[src/rtl/ofs_pkg.sv]
package ofs_pkg;
  typedef enum logic {FS_SIGN_POS = 1'b0, FS_SIGN_NEG = 1'b1} fs_sign_e;
endpackage

[src/rtl/ofs_fault_timer.sv]
module ofs_fault_timer #(
  parameter int RECOV = 22
) (
  input  logic clk,
  input  logic rst_n,
  input  logic fault_dis,
  input  logic tick,
  input  logic over,
  input  logic over_neg,
  output logic hold,
  output logic hold_neg,
  output logic busy
);
  import ofs_pkg::*;
  localparam int CW = $clog2(RECOV + 1);

  logic [CW-1:0] cnt_q;
  fs_sign_e      sign_q;

  always_ff @(posedge clk) begin
    if (!rst_n) begin
      cnt_q  <= '0;
      sign_q <= FS_SIGN_POS;
    end else if (fault_dis) begin
      cnt_q  <= '0;
    end else if (over) begin
      cnt_q  <= CW'(RECOV);
      sign_q <= fs_sign_e'(over_neg);
    end else if (tick && cnt_q != '0) begin
      cnt_q  <= cnt_q - 1'b1;
    end
  end

  assign busy     = (cnt_q != '0);
  assign hold     = !fault_dis && (over || busy);
  assign hold_neg = over ? over_neg : (sign_q == FS_SIGN_NEG);
endmodule

[src/rtl/ofs_clamp.sv]
module ofs_clamp #(
  parameter int RW = 26,
  parameter int DW = 24
) (
  input  logic signed [RW-1:0] raw,
  input  logic                 hold,
  input  logic                 hold_neg,
  output logic        [DW-1:0] res,
  output logic                 flag
);
  localparam logic signed [RW-1:0] HI = RW'((2 ** (DW - 1)) - 1);
  localparam logic signed [RW-1:0] LO = RW'(-(2 ** (DW - 1)));

  logic above, below;

  always_comb begin
    above = (raw > HI);
    below = (raw < LO);
    if (hold)       res = hold_neg ? LO[DW-1:0] : HI[DW-1:0];
    else if (above) res = HI[DW-1:0];
    else if (below) res = LO[DW-1:0];
    else            res = raw[DW-1:0];
    flag = hold || above || below;
  end
endmodule

[src/rtl/ovf_fault_seq.sv]
module ovf_fault_seq #(
  parameter int NCH   = 4,
  parameter int DW    = 24,
  parameter int RW    = 26,
  parameter int RECOV = 22
) (
  input  logic              clk,
  input  logic              rst_n,
  input  logic              fault_dis,
  input  logic              period_tick,
  input  logic [NCH-1:0]    over_thr,
  input  logic [NCH-1:0]    over_neg,
  input  logic              in_valid,
  output logic              in_ready,
  input  logic [NCH*RW-1:0] in_data,
  output logic              out_valid,
  input  logic              out_ready,
  output logic [NCH*DW-1:0] out_data,
  output logic              fault_n,
  output logic              ovrflw_n
);
  logic [NCH-1:0]         hold, hold_neg, busy, flag;
  logic [NCH-1:0][DW-1:0] res;
  logic [NCH-1:0][DW-1:0] data_q;
  logic                   valid_q, clip_q;

  for (genvar c = 0; c < NCH; c++) begin : g_ch
    ofs_fault_timer #(.RECOV(RECOV)) u_timer (
      .clk      (clk),
      .rst_n    (rst_n),
      .fault_dis(fault_dis),
      .tick     (period_tick),
      .over     (over_thr[c]),
      .over_neg (over_neg[c]),
      .hold     (hold[c]),
      .hold_neg (hold_neg[c]),
      .busy     (busy[c])
    );

    ofs_clamp #(.RW(RW), .DW(DW)) u_clamp (
      .raw     (in_data[c*RW +: RW]),
      .hold    (hold[c]),
      .hold_neg(hold_neg[c]),
      .res     (res[c]),
      .flag    (flag[c])
    );

    assign out_data[c*DW +: DW] = data_q[c];
  end

  assign in_ready = !valid_q || out_ready;

  always_ff @(posedge clk) begin
    if (!rst_n) begin
      valid_q <= 1'b0;
      clip_q  <= 1'b0;
      data_q  <= '0;
    end else if (in_ready) begin
      valid_q <= in_valid;
      if (in_valid) begin
        data_q <= res;
        clip_q <= |flag;
      end
    end
  end

  assign out_valid = valid_q;
  assign fault_n   = ~|busy;
  assign ovrflw_n  = fault_n && !(valid_q && clip_q);
endmodule

[config.mk]
export PLATFORM = sky130hd
export DESIGN_NAME = ovf_fault_seq
export DESIGN_NICKNAME = d
export VERILOG_FILES = /design/src/rtl/ofs_pkg.sv /design/src/rtl/ofs_fault_timer.sv /design/src/rtl/ofs_clamp.sv /design/src/rtl/ovf_fault_seq.sv
export SDC_FILE = /design/constraint.sdc
export NUM_CORES = 1
export LEC_CHECK = 0
export ABC_AREA = 1
export ABC_CLOCK_PERIOD_IN_PS = 5390
export BUFFER_PORTS_ARGS = -buffer_cell sky130_fd_sc_hd__buf_2
export CORE_ASPECT_RATIO = 0.75
export CORE_MARGIN = 4
export CORE_UTILIZATION = 57
export CTS_CLUSTER_DIAMETER = 100
export CTS_CLUSTER_SIZE = 30
export DETAILED_ROUTE_END_ITERATION = 8
export PLACE_DENSITY_LB_ADDON = 0.3
export SKIP_CTS_REPAIR_TIMING = 1
export SYNTH_ARGS = -nofsm -noshare
export SYNTH_HDL_FRONTEND = slang
export SYNTH_HIERARCHICAL = 1
export SYNTH_SLANG_ARGS = --single-unit
[constraint.sdc]
create_clock -name clk -period 5.39 [get_ports clk]
set_input_delay 0.539 -clock clk [delete_from_list [all_inputs] [get_ports clk]]
set_output_delay 0.539 -clock clk [all_outputs]
set_load 0.005 [all_outputs]
After elaboration in Yosys (flattened, before gate mapping)

Index checks and enable logic that the tools add are counted.

Bits in writable memories: 0
Latch bits: 0
Register bits after elaboration: 122
Output and inout bits: 100
Bits of input ports: 118
ROM bits: 0
Memories kept: 0

Reductions and logical operators: 43
Muxes and demuxes: 28
Equal/unequal tests: 0
$mul: 0
Shifts and indexed selects: 0
Bitwise gates (word level): 1
Magnitude comparators: 8
$add $sub $neg: 4
Div/mod/pow operators: 0

Operators by type and width:

| operator                                                                        | count |
|---|---|
| 24-bit two-way mux                                                              | 16 |
| 26-bit by 24-bit > comparator with 1-bit output (second input constant)         | 4 |
| 26-bit by 24-bit less-than comparator with 1-bit output (second input constant) | 4 |
| 5-bit two-way mux                                                               | 8 |
| 5-bit nonzero test                                                              | 4 |
| 5-bit by 1-bit subtractor with 5-bit output (second input constant)             | 4 |
| 1-bit logical OR                                                                | 13 |
| 3-bit OR reduction                                                              | 4 |
| 1-bit logical AND                                                               | 10 |
| 2-bit nonzero test                                                              | 4 |
| 4-bit OR reduction                                                              | 2 |
| 1-bit logical NOT                                                               | 4 |
| 1-bit two-way mux                                                               | 4 |
| 2-bit AND reduction                                                             | 1 |
| 2-bit OR reduction                                                              | 1 |
| 1-bit inverter                                                                  | 1 |

Longest topological paths before layout

Depth in word-level cells: 6
Depth in mapped cells: 14
Depth with buffers taken out: 13

Modules after synthesis

Netlist, hierarchy kept.

Modules (own cells, without submodules):

| module          | cells an instance | area each (µm²) | instances | seq. area each (µm²) |
|---|---|---|---|---|
| ovf_fault_seq   | 638               | 4196.5          | 1         | 1961.9 |
| ofs_clamp       | 63                | 405.4           | 4         | 0.0 |
| ofs_fault_timer | 55                | 365.4           | 4         | 120.1 |

Worst setup path after synthesis

Ideal clock, no wire load.

Path kind: register to register
From: register g_ch[3].u_timer.cnt_q[0]
To: register clip_q
Setup slack: 3665 ps
Data arrival time: 1612 ps
Buffers on the path: 1
Clock period less this slack: 1725 ps
Library setup time: 113 ps
Cell stages (with the launch flop): 15
Path through: dfxtp_1 inv_1 ha_1 nand3_4 o21bai_1 inv_1 inv_2 nand2_2 nand2_4 buf_8 nand2_1 nor2_1 nand2_1 nor2_1 nor2_1

Cells in the longest elaborated chain, start to end: 6

RTL lines:

| item                          | line                  | text |
|---|---|---|
| from (decl)                   | ofs_fault_timer.sv:17 | `logic [CW-1:0] cnt_q;` |
| from (signal assigned)        | ofs_fault_timer.sv:27 | `cnt_q <= CW'(RECOV);` |
| from (signal assigned)        | ofs_fault_timer.sv:30 | `cnt_q <= cnt_q - 1'b1;` |
| 5-bit nonzero test            | ofs_fault_timer.sv:34 | `assign busy = (cnt_q != '0);` |
| via busy[3]                   | ovf_fault_seq.sv:22   | `logic [NCH-1:0] hold, hold_neg, busy, flag;` |
| 1-bit logical OR              | ofs_fault_timer.sv:35 | `assign hold = !fault_dis && (over \|\| busy);` |
| 1-bit logical AND             | ofs_fault_timer.sv:35 |  |
| via hold[3]                   | ovf_fault_seq.sv:22   |  |
| 1-bit logical OR (2 in a row) | ofs_clamp.sv:23       | `flag = hold \|\| above \|\| below;` |
| via flag[3]                   | ovf_fault_seq.sv:22   |  |
| 4-bit OR reduction            | ovf_fault_seq.sv:62   | `clip_q <= \|flag;` |
| to (signal assigned)          | ovf_fault_seq.sv:62   |  |
| to (decl)                     | ovf_fault_seq.sv:25   | `logic valid_q, clip_q;` |

The timed path passes the listed nets, and every way through them passes these cells.
A chain may end at the register's enable or synchronous reset.

Worst setup path in the final report

From: input in_valid
To: register data_q, in the netlist out_data[17]

Cells in the longest elaborated chain, start to end: 1

RTL lines:

| item                          | line                | text |
|---|---|---|
| from (decl)                   | ovf_fault_seq.sv:13 | `input logic in_valid,` |
| 2-bit AND reduction (no line) | --                  |  |
| to (signal assigned)          | ovf_fault_seq.sv:61 | `data_q <= res;` |
| to (decl)                     | ovf_fault_seq.sv:24 | `logic [NCH-1:0][DW-1:0] data_q;` |

Every way passes these cells.

==> metrics.txt <==
GRT met2 Usage 0.424; top cell type's share of synthesized area 0.336; CP startpoint kind input pin; Clock Tree Buf Depth 2; antenna-violating nets left 0; post-synthesis sequential area ratio 0.336; via count 7,346; Max Fclk 0.378 GHz; Mapped Area 7280 µm²; Clock Latency Late Sink 410 ps; Static Leak 4.95 nW; core area 12,400 µm²; count leader, synth nand2_1; unrepaired setup endpoints after global routing no; Syn Nets 1,232; peak-usage layer in the global routing report met2; First DRT Iteration DRCs 484; CP Max Fanout 97; WL per Instance 13.2 µm; Port Buf Inserts 217; initial antenna violation count 0; vias in the first global route 6,880; Max-slew headroom 0.264; Clock transition at path regs 50 ps; row cnt 35; min-delay worst type flip-flop to flip-flop; fin crit share 0.491; CTS Buf Count 17; top cells by area, synth dfxtp_1, nand2_1, nor2_1, a21oi_2, inv_1; GRT Total Usage 0.260; Root Driver clkbuf_16; WS Path Type input pin to flip-flop; yosys warns 6; crit path time final 2650 ps; GPL Wtd Cong 0.819; met1 GRT Util 0.335; Most used DFF post-synth dfxtp_1; fin nets 1,404; fin. max-slew vios 0; Cells after Synth 1,110; final setup fails 0; ANT cells 0; final setup margin 2740 ps; critical path arrival 2990 ps; pin count of the biggest net entering global routing 103; status complete, no violations; Final HPWL DP 12,500 µm; PD cells 322 nW/µm²; Setup crit end kind flip-flop; asr flop ratio synth 0; library cells used by synthesis 24; clock sink count 122; Max VDD drop 0.227 mV; Setup TNS 0 ps; Crit path required time 5730 ps; CTS H-tree lvls 4; number of enable flip-flop cells after synthesis 0; Die Span X 138 µm; via density per instance 5.03; Initial Util 0.587; synthesis-stage register bit count 122; post-synth top area cell dfxtp_1; Fin. Hold Viols 0; WL final 19,300 µm; MaxCap Viol Count 0; first-pass GRT wire length 32,000 µm; Worst Max-Slew Pin Slew 1100 ps; Layout Skew 7.75 ps; Avg Cell Area, Syn 6.56 µm²; GR Util met3 0.0689; share of layout cells above drive strength 1 0.284; pre-CTS setup slack 2380 ps; die height 106 µm; filler cell count 1,066; area grow syn2layout 19.5%; CTS tree yes; top post-synthesis cells by count nand2_1, nor2_1, inv_1, dfxtp_1, nand3_1; die footprint 14,700 µm²; First-pass DRT Iterations 5; global route overflow 0; I/O pins 218; drt drc 0
## critical path, stage by stage
cell	delay (ps)
buf_4	770
nand2_2	180
inv_2	610
buf_4	600
nor2_1	120
nor2_1	120
## through the flow
step	hold slack (ps)	area [µm²]	utilization	total power [mW]	instances
2_1_floorplan	440	7280	-	1.47	1110
3_5_place_dp	454	8080	0.652	1.63	1429
6_report	462	8700	0.702	2.80	1460
4_1_cts	467	8700	0.702	2.82	1460
3_3_place_gp	444	8080	0.652	1.62	1429
5_1_grt	483	8700	0.702	2.95	1460
## metal layers
metal | vias to the layer above | routed length, µm
met3 | 27 | 1400
met2 | 298 | 9010
li1 | 3741 | -
met5 | - | 0
met1 | 3280 | 8510
met4 | 0 | 372
## layout by cell type, fill, tap and decap left out, drive strengths merged
cell type and count:
a21boi 1, a21oi 113, buf 219, bufinv 3, clkbuf 25, clkinv 3, dfxtp 122, ha 4
inv 164, nand2 286, nand3 116, nand3b 4, nor2 218, o211ai 4, o21ai 8, o21bai 4
## sequential cells by signal, indices dropped and copies added (netlist names)
signal / flops
out_valid: 1
g_ch.u_timer/cnt_q: 20
out_data: 96
clip_q: 1
g_ch.u_timer/sign_q: 4
## cell type report
type | instances | area, µm² | share of cell area
inverter | 164 | 616 | 0.0707
timing repair buffer | 219 | 1110 | 0.127
clock buffer | 25 | 515 | 0.0592
tap | 166 | 208 | 0.0239
multi-input combinational | 758 | 3710 | 0.426
clock inverter | 6 | 109 | 0.0125
sequential | 122 | 2440 | 0.281
## cell families after synthesis
| family | count (synthesis) | synth area share |
|---|---|---|
| compound gates | 130 | 0.134 |
| simple gates | 624 | 0.369 |
| flops | 122 | 0.336 |
| buf+inv | 230 | 0.155 |
| fa+ha+maj | 4 | 0.00688 |
## final timing paths
path | from | to | slack [ps] | cells past startpoint
max | in_valid | out_data[17]$_SDFFE_PN0P_ | 2740 | 6
min | out_data[61]$_SDFFE_PN0P_ | out_data[61]$_SDFFE_PN0P_ | 460 | 2
max reg2reg | g_ch[1].u_timer/cnt_q[0]$_SDFFE_PP0P_ | out_data[27]$_SDFFE_PN0P_ | 2880 | 12
min reg2reg | out_data[61]$_SDFFE_PN0P_ | out_data[61]$_SDFFE_PN0P_ | 460 | 2
## power by group
part / internal [mW] / total [mW] / switching, mW
registers: 0.980 / 1.03 / 0.0468
logic: 0.236 / 0.590 / 0.354
clock network: 0.798 / 1.19 / 0.390
No activity file was read; power rests on OpenSTA's default activity.
